**config.mk**
```make
export PLATFORM = sky130hd
export DESIGN_NAME = dtile_addr_gen
export DESIGN_NICKNAME = d
export VERILOG_FILES = /design/src/rtl/dtile_pkg.sv /design/src/rtl/dtile_block.sv /design/src/rtl/dtile_swizzle.sv /design/src/rtl/dtile_linear.sv /design/src/rtl/dtile_addr_gen.sv
export SDC_FILE = /design/constraint.sdc
export NUM_CORES = 1
export LEC_CHECK = 0
export BUFFER_PORTS_ARGS = -buffer_cell sky130_fd_sc_hd__buf_4
export CAP_MARGIN = 20
export CORE_UTILIZATION = 41
export DETAILED_ROUTE_END_ITERATION = 8
export PLACE_DENSITY = 0.55
export SLEW_MARGIN = 20
export SYNTH_ARGS = -nofsm -noshare
export SYNTH_HDL_FRONTEND = slang
export SYNTH_SLANG_ARGS = --single-unit
```
**constraint.sdc**
```tcl
create_clock -name clk -period 8.7 [get_ports clk]
set_input_delay 1.74 -clock clk [delete_from_list [all_inputs] [get_ports clk]]
set_output_delay 1.74 -clock clk [all_outputs]
set_load 0.05 [all_outputs]
```
**src/rtl/dtile_pkg.sv**
```systemverilog
package dtile_pkg;
  typedef enum logic {
    PIX_2B = 1'b0,
    PIX_4B = 1'b1
  } pix_size_e;

  localparam int unsigned TILE_LOW_BITS = 11;
endpackage

```
**src/rtl/dtile_block.sv**
```systemverilog
module dtile_block
  import dtile_pkg::*;
#(
  parameter int unsigned X_W     = 12,
  parameter int unsigned Y_W     = 12,
  parameter int unsigned P_W     = 16,
  parameter int unsigned Y4_BITS = 11,
  parameter int unsigned B_W     = 18
) (
  input  logic [X_W-1:0] x,
  input  logic [Y_W-1:0] y,
  input  logic [P_W-1:0] pitch,
  input  pix_size_e      sz,
  output logic [B_W-1:0] blk,
  output logic           tpr_odd
);
  localparam int unsigned YROW_W = Y_W - 4;
  localparam int unsigned TPR_W  = P_W - 7;
  localparam logic [YROW_W-1:0] Y4_MASK =
    YROW_W'((64'd1 << (Y4_BITS - 4)) - 64'd1);

  logic [TPR_W-1:0]  tpr;
  logic [YROW_W-1:0] yrow;
  logic [X_W-1:0]    xcol;

  always_comb begin
    if (sz == PIX_4B) begin
      tpr  = pitch[P_W-1:7];
      yrow = y[Y_W-1:4] & Y4_MASK;
      xcol = x >> 5;
    end else begin
      tpr  = {1'b0, pitch[P_W-1:8]};
      yrow = y[Y_W-1:4];
      xcol = x >> 6;
    end
    tpr_odd = tpr[0];
    blk     = B_W'(yrow) * B_W'(tpr) + B_W'(xcol);
  end
endmodule

```
**src/rtl/dtile_swizzle.sv**
```systemverilog
module dtile_swizzle
  import dtile_pkg::*;
#(
  parameter int unsigned X_W = 12,
  parameter int unsigned Y_W = 12,
  parameter int unsigned B_W = 18,
  parameter int unsigned O_W = 26
) (
  input  logic [X_W-1:0] x,
  input  logic [Y_W-1:0] y,
  input  logic [B_W-1:0] blk,
  input  logic           tpr_odd,
  input  pix_size_e      sz,
  output logic [O_W-1:0] ofs
);
  localparam int unsigned FULL_W = B_W - 1 + 1 + TILE_LOW_BITS;

  logic [TILE_LOW_BITS-1:0] low2, low4, low_sel;
  logic                     bank;
  logic [FULL_W-1:0]        full;

  always_comb begin
    low2 = {y[3:2], x[3], x[5:4], x[2], y[1], x[1], y[0], x[0], 1'b0};
    low4 = {y[3:2], x[2], x[4:3], y[1], x[1], y[0], x[0], 2'b00};
    low_sel = (sz == PIX_4B) ? low4 : low2;
    bank = blk[0] ^ (~tpr_odd & y[4]);
    full = {blk[B_W-1:1], bank, low_sel};
    ofs  = O_W'(full);
  end
endmodule

```
**src/rtl/dtile_linear.sv**
```systemverilog
module dtile_linear
  import dtile_pkg::*;
#(
  parameter int unsigned X_W = 12,
  parameter int unsigned Y_W = 12,
  parameter int unsigned P_W = 16,
  parameter int unsigned O_W = 26
) (
  input  logic [X_W-1:0] x,
  input  logic [Y_W-1:0] y,
  input  logic [P_W-1:0] pitch,
  input  pix_size_e      sz,
  output logic [O_W-1:0] ofs
);
  localparam int unsigned SUM_W = Y_W + P_W + 1;

  logic [SUM_W-1:0] col_bytes, row_bytes, sum;

  always_comb begin
    col_bytes = (sz == PIX_4B) ? SUM_W'({x, 2'b00}) : SUM_W'({x, 1'b0});
    row_bytes = SUM_W'(y) * SUM_W'(pitch);
    sum       = col_bytes + row_bytes;
    ofs       = O_W'(sum);
  end
endmodule

```
**src/rtl/dtile_addr_gen.sv**
```systemverilog
module dtile_addr_gen
  import dtile_pkg::*;
#(
  parameter int unsigned X_W     = 12,
  parameter int unsigned Y_W     = 12,
  parameter int unsigned P_W     = 16,
  parameter int unsigned O_W     = 26,
  parameter int unsigned Y4_BITS = 11
) (
  input  logic           clk,
  input  logic           rst,
  input  logic           pix_valid,
  input  logic [X_W-1:0] pix_x,
  input  logic [Y_W-1:0] pix_y,
  input  logic [P_W-1:0] pitch,
  input  logic           pix_sz,
  input  logic           lin_en,
  output logic           ofs_valid,
  output logic [O_W-1:0] ofs
);
  localparam int unsigned B_W = (Y_W - 4) + (P_W - 7) + 1;

  pix_size_e      sz;
  logic [B_W-1:0] blk;
  logic           tpr_odd;
  logic [O_W-1:0] tiled_ofs, linear_ofs, next_ofs;

  assign sz = pix_size_e'(pix_sz);

  dtile_block #(
    .X_W(X_W), .Y_W(Y_W), .P_W(P_W), .Y4_BITS(Y4_BITS), .B_W(B_W)
  ) u_block (
    .x(pix_x), .y(pix_y), .pitch(pitch), .sz(sz),
    .blk(blk), .tpr_odd(tpr_odd)
  );

  dtile_swizzle #(
    .X_W(X_W), .Y_W(Y_W), .B_W(B_W), .O_W(O_W)
  ) u_swz (
    .x(pix_x), .y(pix_y), .blk(blk), .tpr_odd(tpr_odd), .sz(sz),
    .ofs(tiled_ofs)
  );

  dtile_linear #(
    .X_W(X_W), .Y_W(Y_W), .P_W(P_W), .O_W(O_W)
  ) u_lin (
    .x(pix_x), .y(pix_y), .pitch(pitch), .sz(sz),
    .ofs(linear_ofs)
  );

  assign next_ofs = lin_en ? linear_ofs : tiled_ofs;

  always_ff @(posedge clk) begin
    if (rst) begin
      ofs_valid <= 1'b0;
      ofs       <= '0;
    end else begin
      ofs_valid <= pix_valid;
      if (pix_valid) ofs <= next_ofs;
    end
  end

  AST_RESET_CLEARS: assert property (@(posedge clk)
    rst |=> (!ofs_valid && ofs == '0));

  AST_VALID_FOLLOWS: assert property (@(posedge clk) disable iff (rst)
    pix_valid |=> ofs_valid);

  AST_IDLE_NO_VALID: assert property (@(posedge clk) disable iff (rst)
    !pix_valid |=> !ofs_valid);

  AST_IDLE_HOLDS: assert property (@(posedge clk) disable iff (rst)
    !pix_valid |=> $stable(ofs));

  AST_TILE2_LSB_ZERO: assert property (@(posedge clk) disable iff (rst)
    (pix_valid && !lin_en && !pix_sz) |=> (ofs[0] == 1'b0));

  AST_TILE4_LSB_ZERO: assert property (@(posedge clk) disable iff (rst)
    (pix_valid && !lin_en && pix_sz) |=> (ofs[1:0] == 2'b00));

  AST_TILE_ROW_BITS: assert property (@(posedge clk) disable iff (rst)
    (pix_valid && !lin_en) |=> (ofs[10:9] == $past(pix_y[3:2])));
endmodule

```
==> results of run 1 <==
layer usage:
layer	wire length [microns]	vias to the layer above	share of wire, %	GRT usage [%]
li1	-	3711	-	-
met1	11000	3928	45	26.8
met2	12400	111	51	37.8
met3	722	16	3.0	1.61
met4	229	0	0.94	1.86
met5	0	-	0	0
critical path, delay by kind of cell:
kind                       cells  cell delay (ps)
buffers and inverters          5              440
AOI/OAI and AO/OA              6             1390
adders and majority gates      6             2880
and+or+nand+nor                3              360
worst max-delay path by stage:
stage | startpoint | end | slack, ps | cells past startpoint
2_1_floorplan | pix_sz | ofs[22]$_SDFFE_PP0P_ | 1780 | 20
3_3_place_gp | pix_y[6] | ofs[22]$_SDFFE_PP0P_ | 1820 | 20
3_5_place_dp | pix_y[6] | ofs[22]$_SDFFE_PP0P_ | 1760 | 20
4_1_cts | pix_y[6] | ofs[22]$_SDFFE_PP0P_ | 2040 | 20
5_1_grt | pix_sz | ofs[17]$_SDFFE_PP0P_ | 1750 | 17
6_report | pix_y[6] | ofs[22]$_SDFFE_PP0P_ | 2040 | 20
sequential cells by signal, indices dropped and copies added (netlist names):
signal and flops:
ofs_valid 1, ofs 26
cell type report:
cell class,instances,area (sq um),share of cell area (%)
Timing Repair Buffer,71,533,4.84
Multi-Input combinational cell,860,8440,76.6
Sequential cell,27,541,4.91
Clock buffer,3,75.1,0.681
Inverter,271,1020,9.23
Tap cell,324,405,3.68
Clock inverter,1,5.00,0.0454
kinds of logic after synthesis:
family	after synthesis	synth area share, %
xor gates and xnor gates	31	2.65
AOI/OAI and AO/OA	123	7.84
adders and majority gates	294	50.6
and+or+nand+nor	378	18.0
muxes	34	3.41
DFF	27	5.28
buffers and inverters	325	12.3
placed cells by master (no fill, tap or decap), types with 2 or more instances in the layout:
cell type | netlist | layout
nand2_1 | 155 | 155
inv_1 | 271 | 271
dfxtp_1 | 27 | 27
o41ai_1 | 2 | 2
a211o_1 | 2 | 2
clkbuf_16 | 0 | 3
nor2_1 | 51 | 51
a31oi_1 | 5 | 5
nor2b_1 | 14 | 14
nor3_1 | 12 | 12
o31a_1 | 2 | 2
o21ai_2 | 2 | 2
a311oi_1 | 2 | 2
a211oi_1 | 19 | 19
mux2_2 | 7 | 7
a21o_1 | 8 | 8
ha_1 | 94 | 94
a21oi_2 | 2 | 2
nand4_1 | 4 | 4
and3_1 | 5 | 5
or3_1 | 2 | 2
o21a_1 | 3 | 3
o211ai_1 | 4 | 4
xor2_1 | 7 | 7
nand3_1 | 5 | 5
xnor2_1 | 24 | 24
fa_1 | 200 | 200
o21ai_0 | 29 | 29
o21bai_1 | 2 | 2
nand2b_1 | 8 | 8
and2_1 | 114 | 114
buf_4 | 0 | 71
a21oi_1 | 31 | 31
mux2i_1 | 27 | 27
nor4_1 | 2 | 2
power by group:
| part | switching [mW] | internal, mW | total [mW] |
|---|---|---|---|
| registers | 0.0189 | 0.162 | 0.181 |
| clock network | 0.0440 | 0.0621 | 0.106 |
| logic | 2.11 | 1.50 | 3.61 |
through the flow:
step | area, sq um | hold WS (ps) | utilization (%) | power, mW | worst slack [ps]
global placement | 10900 | 469 | 44.8 | 3.83 | 1820
finish | 11000 | 476 | 45.2 | 3.90 | 2040
CTS | 11000 | 483 | 45.2 | 3.97 | 2040
floorplan | 10200 | 682 | - | 2.95 | 1780
global route | 11000 | 509 | 45.2 | 4.43 | 1750
detailed placement | 10900 | 470 | 44.8 | 3.84 | 1760
==> flow_summary_export.csv, run 1 <==
group,metric,value,unit
timing,period_needed,6660,ps
critical_path,start_kind,"primary input",
floorplanning,die-area,0.0256,sq mm
synth,yosysTopAreaCell,"fa_1",
synth,yosysUniqueCellTypes,54,
critical_path,arrival,6810,ps
critical_path,slowest_stage,"fa_1",
clocking,clk_latency,260,ps
pwr,p_per_area,354,mW/mm^2
clocking,cts_resized,0,
min_path,hp-start,"ofs[0]$_SDFFE_PP0P_",
global_route,globalRouteTotalUtil,20.5,%
timing,setup_viol,0,
global_route,grt_pass1_wl,42.1,mm
clocking,cts.path.max_buffers,2,
synth,synth_async_sr_flop_share,0,%
critical_path,crit_path_max_incr_delay,540,ps
floorplanning,fp.dieH,160,microns
critical_path,reg2reg_slack,7990,ps
min_path,holdPathStages,2,
timing,min_period_over_period,76.5,%
critical_path,r2r_cells,2,
clocking,cts.clk_slew.worst_paths,70,ps
clocking,cts_made_buffers,3,
pwr,ir_drop,247,uV
critical_path,crit_path_end_kind,"flip-flop",
global_route,grt_overflow,0,
pwr,leakagePower,5.59,nW
floorplanning,dieWidth,160,microns
floorplanning,pin_count,72,
critical_path,crit_chain,"buf_4 -> and2_1 -> fa_1 -> inv_1 -> fa_1 -> inv_1 -> fa_1 -> fa_1 -> inv_1 -> fa_1 -> inv_1 -> ha_1 -> a21oi_2 -> nand2_1 -> o21a_1 -> a21oi_2 -> o21bai_2 -> o31ai_4 -> nor3b_1 -> o41a_1",
cells_and_area,layout-drive-gt1-share,7.38,%
placed_design,port-buffer-count,71,
cells_and_area,nFillCells,2486,
synth,syn_area_per_cell,8.45,sq um
detailed_routing,wire_per_inst,15.6,microns
timing,drv_slew,0,
critical_path,r2r_start,"ofs[17]$_SDFFE_PP0P_",
synth,synth_edf_count,0,
synth,synth_cells,1212,
synth,ys.flop_type,"dfxtp_1",
cells_and_area,layout.nets,1573,
critical_path,cp.required,8850,ps
synth,netlist.area_leader.share,39.1,%
synth,syn-num-nets,1551,
min_path,min_to,"ofs[0]$_SDFFE_PP0P_",
status,status,"finished, final reports clean",
detailed_routing,firstDrtPassIters,5,
global_route,antenna_found_initial,0,
critical_path,cp_max_fo,25,
placed_design,dp_hpwl,20.0,mm
cells_and_area,fin_cells,1557,
synth,yosysMostFrequentCell,"inv_1",
timing,hold_violations,0,
timing,fmax,150,MHz
timing,worst_pin_slew,596,ps
synth,ys_seq_area_share,5.28,%
critical_path,reg2reg_to,"ofs[17]$_SDFFE_PP0P_",
min_path,hold_path.class,"flip-flop to flip-flop",
detailed_routing,dr_total_vias,7766,
global_route,grt_start_max_net_pins,51,
detailed_routing,drc,0,
timing,maxSlewHeadroom,59.2,%
floorplanning,core,0.0244,sq mm
synth,yosys_warnings,0,
detailed_routing,routed_via_density,4.99,
clocking,cts.htree.levels,1,
detailed_routing,postRouteAntennaNets,0,
critical_path,cp_common_cell,"fa_1",
placed_design,placed_cells,1553,
clocking,cts_setup_buffers,0,
synth,synth_common_cells,"271 x inv_1, 200 x fa_1, 155 x nand2_1, 114 x and2_1, 94 x ha_1",
cells_and_area,areaGrowthSynthToFinish,7.59,%
clocking,holdBufCountCts,0,
clocking,cts_root_buf,"clkbuf_16",
critical_path,crit_type,"primary input to flip-flop",
floorplanning,rows,57,
detailed_routing,drtIter0Drc,355,
placed_design,routabilityCongestion,0.844,
timing,rsz0062_at_grt,"false",
global_route,grt_pass1_vias,8395,
clocking,cts_tree,"done",
synth,synth_area,0.0102,sq mm
detailed_routing,drt-total-wl,24.3,mm
cells_and_area,antenna_cells,0,
timing,finalSetupTns,0,ps
run,max-cap-violations,0,
floorplanning,initial_core_util,42.0,%
synth,ys_ff_latch,27,
clocking,cts_num_sinks,27,
timing,finClkSkew,0,ps
synth,synthTopCellsByArea,"fa_1 39%, ha_1 11%, inv_1 9.9%",
(Power assumes the default switching activity.)
==> inputs of run 2 (changes only) <==
--- a/config.mk
+++ b/config.mk
@@ -9,7 +9,7 @@
 export CAP_MARGIN = 20
 export CORE_UTILIZATION = 41
 export DETAILED_ROUTE_END_ITERATION = 8
-export PLACE_DENSITY = 0.55
+export PLACE_DENSITY = 0.57
 export SLEW_MARGIN = 20
 export SYNTH_ARGS = -nofsm -noshare
 export SYNTH_HDL_FRONTEND = slang
==> constraint.sdc (replaced) <==
create_clock -name clk -period 5.9 [get_ports clk]
set_input_delay 1.18 -clock clk [delete_from_list [all_inputs] [get_ports clk]]
set_output_delay 1.18 -clock clk [all_outputs]
set_load 0.05 [all_outputs]
==> flow_summary_export.csv, run 2 (synthesized netlist as in run 1, its figures left out) <==
group,metric,value,unit
critical_path,cp.required,6050,ps
cells_and_area,final_area,0.0124,sq mm
floorplanning,fp.dieH,160,microns
cells_and_area,areaGrowthSynthToFinish,21.4,%
global_route,grt_pass1_vias,9085,
min_path,holdPathStages,2,
clocking,clk_latency,260,ps
pwr,ir_drop,434,uV
clocking,cts_num_sinks,27,
critical_path,cp_max_fo,8,
detailed_routing,drt-total-wl,26.0,mm
global_route,antenna_found_initial,1,
clocking,cts_made_buffers,3,
pwr,p_per_area,576,mW/mm^2
timing,min_period_over_period,97.6,%
timing,maxSlewHeadroom,59.5,%
min_path,hp-start,"ofs[0]$_SDFFE_PP0P_",
clocking,cts_tree,"done",
detailed_routing,routed_via_density,4.92,
cells_and_area,antenna_cells,0,
critical_path,reg2reg_slack,5170,ps
run,max-cap-violations,0,
placed_design,routabilityCongestion,0.841,
detailed_routing,drc,0,
critical_path,r2r_start,"ofs[1]$_SDFFE_PP0P_",
cells_and_area,top_regs,"ofs x26, ofs_valid x1",
clocking,cts.path.max_buffers,2,
timing,finClkSkew,0,ps
timing,rsz0062_at_grt,"true",
timing,finalSetupTns,0,ps
timing,worst_slack,140,ps
clocking,cts_root_buf,"clkbuf_16",
min_path,hold_path.class,"flip-flop to flip-flop",
placed_design,dp_hpwl,22.4,mm
cells_and_area,largest_register,"ofs",
timing,drv_slew,0,
floorplanning,initial_core_util,42.0,%
detailed_routing,dr_total_vias,8312,
pwr,leakagePower,6.32,nW
floorplanning,core,0.0244,sq mm
detailed_routing,postRouteAntennaNets,0,
placed_design,port-buffer-count,71,
floorplanning,dieWidth,160,microns
floorplanning,pin_count,72,
pwr,power,7.16,mW
critical_path,reg2reg_to,"ofs[1]$_SDFFE_PP0P_",
status,status,"finished, final reports clean",
critical_path,arrival,5910,ps
detailed_routing,wire_per_inst,15.4,microns
timing,period_needed,5760,ps
floorplanning,rows,57,
critical_path,r2r_cells,2,
cells_and_area,layout.nets,1704,
placed_design,dpl-instance-area,0.0120,sq mm
timing,setup_viol,0,
critical_path,start_kind,"primary input",
floorplanning,die-area,0.0256,sq mm
clocking,cts.clk_slew.worst_paths,60,ps
pwr,pwr-share-clk,2.2,%
pwr,switchingPower,3.61,mW
cells_and_area,layout_common_cells,"265 x inv_1, 197 x fa_1, 175 x buf_4",
timing,fmax,174,MHz
pwr,p_comb_share,94.1,%
cells_and_area,largest_register_ffs,26,
timing,worst_pin_slew,603,ps
cells_and_area,layout-drive-gt1-share,19.5,%
global_route,grt_start_max_net_pins,51,
global_route,grt_overflow,0,
critical_path,crit_type,"primary input to flip-flop",
timing,hold_violations,0,
min_path,min_to,"ofs[0]$_SDFFE_PP0P_",
pwr,pwr-share-seq,3.7,%
global_route,grt_pass1_wl,44.4,mm
detailed_routing,firstDrtPassIters,4,
critical_path,crit_path_end_kind,"flip-flop",
global_route,globalRouteTotalUtil,21.5,%
cells_and_area,final_common_cell,"inv_1",
clocking,holdBufCountCts,0,
pwr,switching_share,50.4,%
clocking,cts.htree.levels,1,
detailed_routing,drtIter0Drc,290,
pwr,p_int,3.55,mW
placed_design,place_ws,-303,ps
## run 2: cell types whose count changed in the layout (fill, tap and decap cells not counted), sizes merged
cell    delta
buf      +130
clkinv     -1
clkbuf     +2
## run 2: area by class of cell
type | count | area [sq um]
Sequential cell | 27 | 541
Tap cell | 324 | 405
Fill cell | 2374 | 12000
Inverter | 271 | 1020
Timing Repair Buffer | 202 | 1700
Clock buffer | 4 | 78.8
Multi-Input combinational cell | 860 | 8690
## run 2: how the worst max path moves through the flow
stage	end	from	slack, ps
6_report	ofs[23]$_SDFFE_PP0P_	pix_y[7]	140
5_1_grt	ofs[22]$_SDFFE_PP0P_	pix_y[7]	-20
4_1_cts	ofs[22]$_SDFFE_PP0P_	pix_y[3]	2
3_5_place_dp	ofs[21]$_SDFFE_PP0P_	pitch[10]	-300
3_3_place_gp	ofs[23]$_SDFFE_PP0P_	pix_y[3]	-270
2_1_floorplan	ofs[22]$_SDFFE_PP0P_	pix_y[6]	-3
## run 2: through the flow
stage                     hold slack (ps)  util, %  cells
after global routing                  508     51.0   1688
after floorplan                       682        -   1212
after detailed placement              466     49.2   1681
final                                 471     51.0   1688
after global placement                462     49.2   1681
after CTS                             476     49.8   1686
## run 2: power by group through the flow
| stage | clock network (mW) | registers, mW | logic [mW] |
|---|---|---|---|
| after floorplan | 0 | 0.454 | 3.99 |
| after global placement | 0 | 0.272 | 6.33 |
| after detailed placement | 0 | 0.272 | 6.38 |
| after CTS | 0.159 | 0.268 | 6.54 |
| after global routing | 0.166 | 0.274 | 7.58 |
| final | 0.155 | 0.267 | 6.73 |
## run 2: per-layer routing
layer  track usage, %  share of wire (%)
met2             40.8                 53
met4             4.03                1.7
met1             26.6                 42
met5                0                  0
met3             1.87                3.2
## run 2: repair_timing
action,in CTS,in global routing
pin swaps,15,38
buffers inserted,1,1
endpoints found under the hold margin,0,0
cloned,0,1
endpoints found under the setup margin,2,10
gates resized for setup,15,57
## run 2: worst max-delay path, stage by stage
cell	delay, ps
buf_12	110
buf_12	130
and2_1	150
fa_1	500
inv_1	60
fa_1	550
inv_1	50
fa_1	450
fa_1	500
inv_1	50
fa_1	470
inv_1	50
ha_1	330
a21o_1	220
o41ai_2	240
o21ai_1	150
or3_1	350
a311oi_1	290
nor3_1	80
==> inputs of run 3 (changes only) <==
--- a/config.mk
+++ b/config.mk
@@ -7,6 +7,7 @@
 export LEC_CHECK = 0
 export BUFFER_PORTS_ARGS = -buffer_cell sky130_fd_sc_hd__buf_4
 export CAP_MARGIN = 20
+export CORE_ASPECT_RATIO = 0.7
 export CORE_UTILIZATION = 41
 export DETAILED_ROUTE_END_ITERATION = 8
 export PLACE_DENSITY = 0.57
==> flow_summary_export.csv, run 3 (synthesized netlist as in run 1, its figures left out) <==
group,metric,value,unit
placed_design,dp_hpwl,22.7,mm
pwr,p_per_area,609,mW/mm^2
global_route,grt_start_max_net_pins,51,
timing,rsz0062_at_grt,"true",
clocking,cts.clk_slew.worst_paths,70,ps
floorplanning,dieWidth,191,microns
detailed_routing,dr.max_layer_used,"met4",
cells_and_area,largest_register_ffs,26,
floorplanning,core,0.0241,sq mm
global_route,grt_pass1_wl,44.7,mm
cells_and_area,layout_common_cells,"262 x inv_1, 199 x fa_1, 180 x buf_4",
timing,min_period_over_period,98.9,%
critical_path,start_kind,"primary input",
critical_path,arrival,5990,ps
placed_design,routabilityCongestion,0.870,
critical_path,cp_max_fo,5,
clocking,clk_latency,270,ps
cells_and_area,layout-drive-gt1-share,21.4,%
timing,timing.hold.ws,471,ps
critical_path,crit_type,"primary input to flip-flop",
detailed_routing,drt-total-wl,26.8,mm
critical_path,crit_path_end_kind,"flip-flop",
clocking,holdBufCountCts,0,
detailed_routing,routed-wl-met3,906,microns
timing,period_needed,5830,ps
cells_and_area,layout.nets,1714,
detailed_routing,wire_per_inst,15.8,microns
detailed_routing,drc,0,
floorplanning,initial_core_util,42.6,%
cells_and_area,seqCellArea,541,sq um
detailed_routing,wl_met2,12.5,mm
timing,drv_slew,0,
run,max-cap-violations,0,
timing,finClkSkew,0,ps
clocking,cts_num_sinks,27,
critical_path,cp.required,6060,ps
critical_path,r2r_cells,2,
min_path,holdPathStages,2,
global_route,grt_pass1_vias,8727,
detailed_routing,firstDrtPassIters,4,
cells_and_area,areaGrowthSynthToFinish,23.2,%
placed_design,port-buffer-count,71,
floorplanning,fp.dieH,134,microns
timing,setup_viol,0,
detailed_routing,postRouteAntennaNets,0,
cells_and_area,nFillCells,2259,
clocking,cts_root_buf,"clkbuf_16",
cells_and_area,final_common_cell,"inv_1",
timing,fmax,171,MHz
cells_and_area,largest_register,"ofs",
global_route,antenna_found_initial,0,
min_path,hold_path.class,"flip-flop to flip-flop",
clocking,cts_made_buffers,3,
floorplanning,rows,47,
floorplanning,die-area,0.0256,sq mm
clocking,cts_tree,"done",
clocking,cts.htree.levels,1,
detailed_routing,wirelength_met1,13.1,mm
global_route,grt_overflow,0,
timing,maxSlewHeadroom,58.2,%
detailed_routing,drtIter0Drc,322,
floorplanning,pin_count,72,
global_route,globalRouteTotalUtil,22.1,%
cells_and_area,antenna_cells,0,
cells_and_area,multi_input_area,0.00881,sq mm
timing,worst_pin_slew,623,ps
pwr,leakagePower,6.40,nW
placed_design,placed_cells,1676,
timing,hold_violations,0,
detailed_routing,routed_via_density,4.89,
clocking,cts.path.max_buffers,2,
pwr,ir_drop,542,uV
detailed_routing,dr_total_vias,8266,
status,status,"finished, final reports clean",
cells_and_area,fin_cells,1692,
cells_and_area,top_regs,"ofs x26, ofs_valid x1",
## run 3: final cells by class
| type | count | share of cell area (%) |
|---|---|---|
| clock buffers | 4 | 0.625 |
| inverters | 271 | 8.06 |
| multi-input cells | 860 | 69.8 |
| flip-flops and latches | 27 | 4.28 |
| well taps | 318 | 3.15 |
| repair buffers | 212 | 14.1 |
## run 3: path summary, 6_finish.rpt
path,from,endpoint,slack (ps)
max reg2reg,ofs[17]$_SDFFE_PP0P_,ofs[17]$_SDFFE_PP0P_,5170
min reg2reg,ofs[0]$_SDFFE_PP0P_,ofs[0]$_SDFFE_PP0P_,470
min,ofs[0]$_SDFFE_PP0P_,ofs[0]$_SDFFE_PP0P_,470
max,pitch[12],ofs[22]$_SDFFE_PP0P_,70
## run 3: metal layers
layer,up-vias,GRT usage [%]
li1,4001,-
met1,4137,32.0
met2,113,36.4
met3,15,2.62
met4,0,2.49
met5,-,0
## run 3: through the flow
| stage | setup slack (ps) | util, % | TNS, ps | area [sq um] | power (mW) |
|---|---|---|---|---|---|
| 2_1_floorplan | -2.69 | - | -2.69 | 10300 | 4.44 |
| 3_3_place_gp | -529 | 49.8 | -2590 | 12000 | 6.63 |
| 3_5_place_dp | -567 | 49.8 | -3430 | 12000 | 6.65 |
| 4_1_cts | -61.8 | 50.3 | -120 | 12100 | 7.01 |
| 5_1_grt | -104 | 52.5 | -220 | 12600 | 8.55 |
| 6_report | 65.7 | 52.5 | 0 | 12600 | 7.69 |
## run 3: worst max-delay path: stages
cell	delay, ps
buf_6	110
buf_6	120
buf_6	110
and2_4	150
fa_1	490
inv_1	50
fa_1	470
fa_1	560
inv_2	40
fa_1	510
inv_1	60
fa_1	520
inv_2	50
ha_4	250
buf_4	140
buf_4	130
buf_4	130
o211ai_1	140
o21bai_4	100
o31ai_4	300
nor3b_2	70
o41a_1	300
## run 3: repair_timing
action                                  in CTS  in global routing
buffers inserted                             0                 11
endpoints found under the setup margin       5                 12
pin swaps                                    2                 58
gates cloned                                 0                  2
gates resized for setup                     14                100
## run 3: report_power, final
| group | internal [mW] | leakage (nW) | switching (mW) | total, mW |
|---|---|---|---|---|
| combinational | 3.47 | 6.14 | 3.79 | 7.26 |
| sequential | 0.239 | 0.224 | 0.0286 | 0.268 |
| clock | 0.0928 | 0.0382 | 0.0666 | 0.159 |
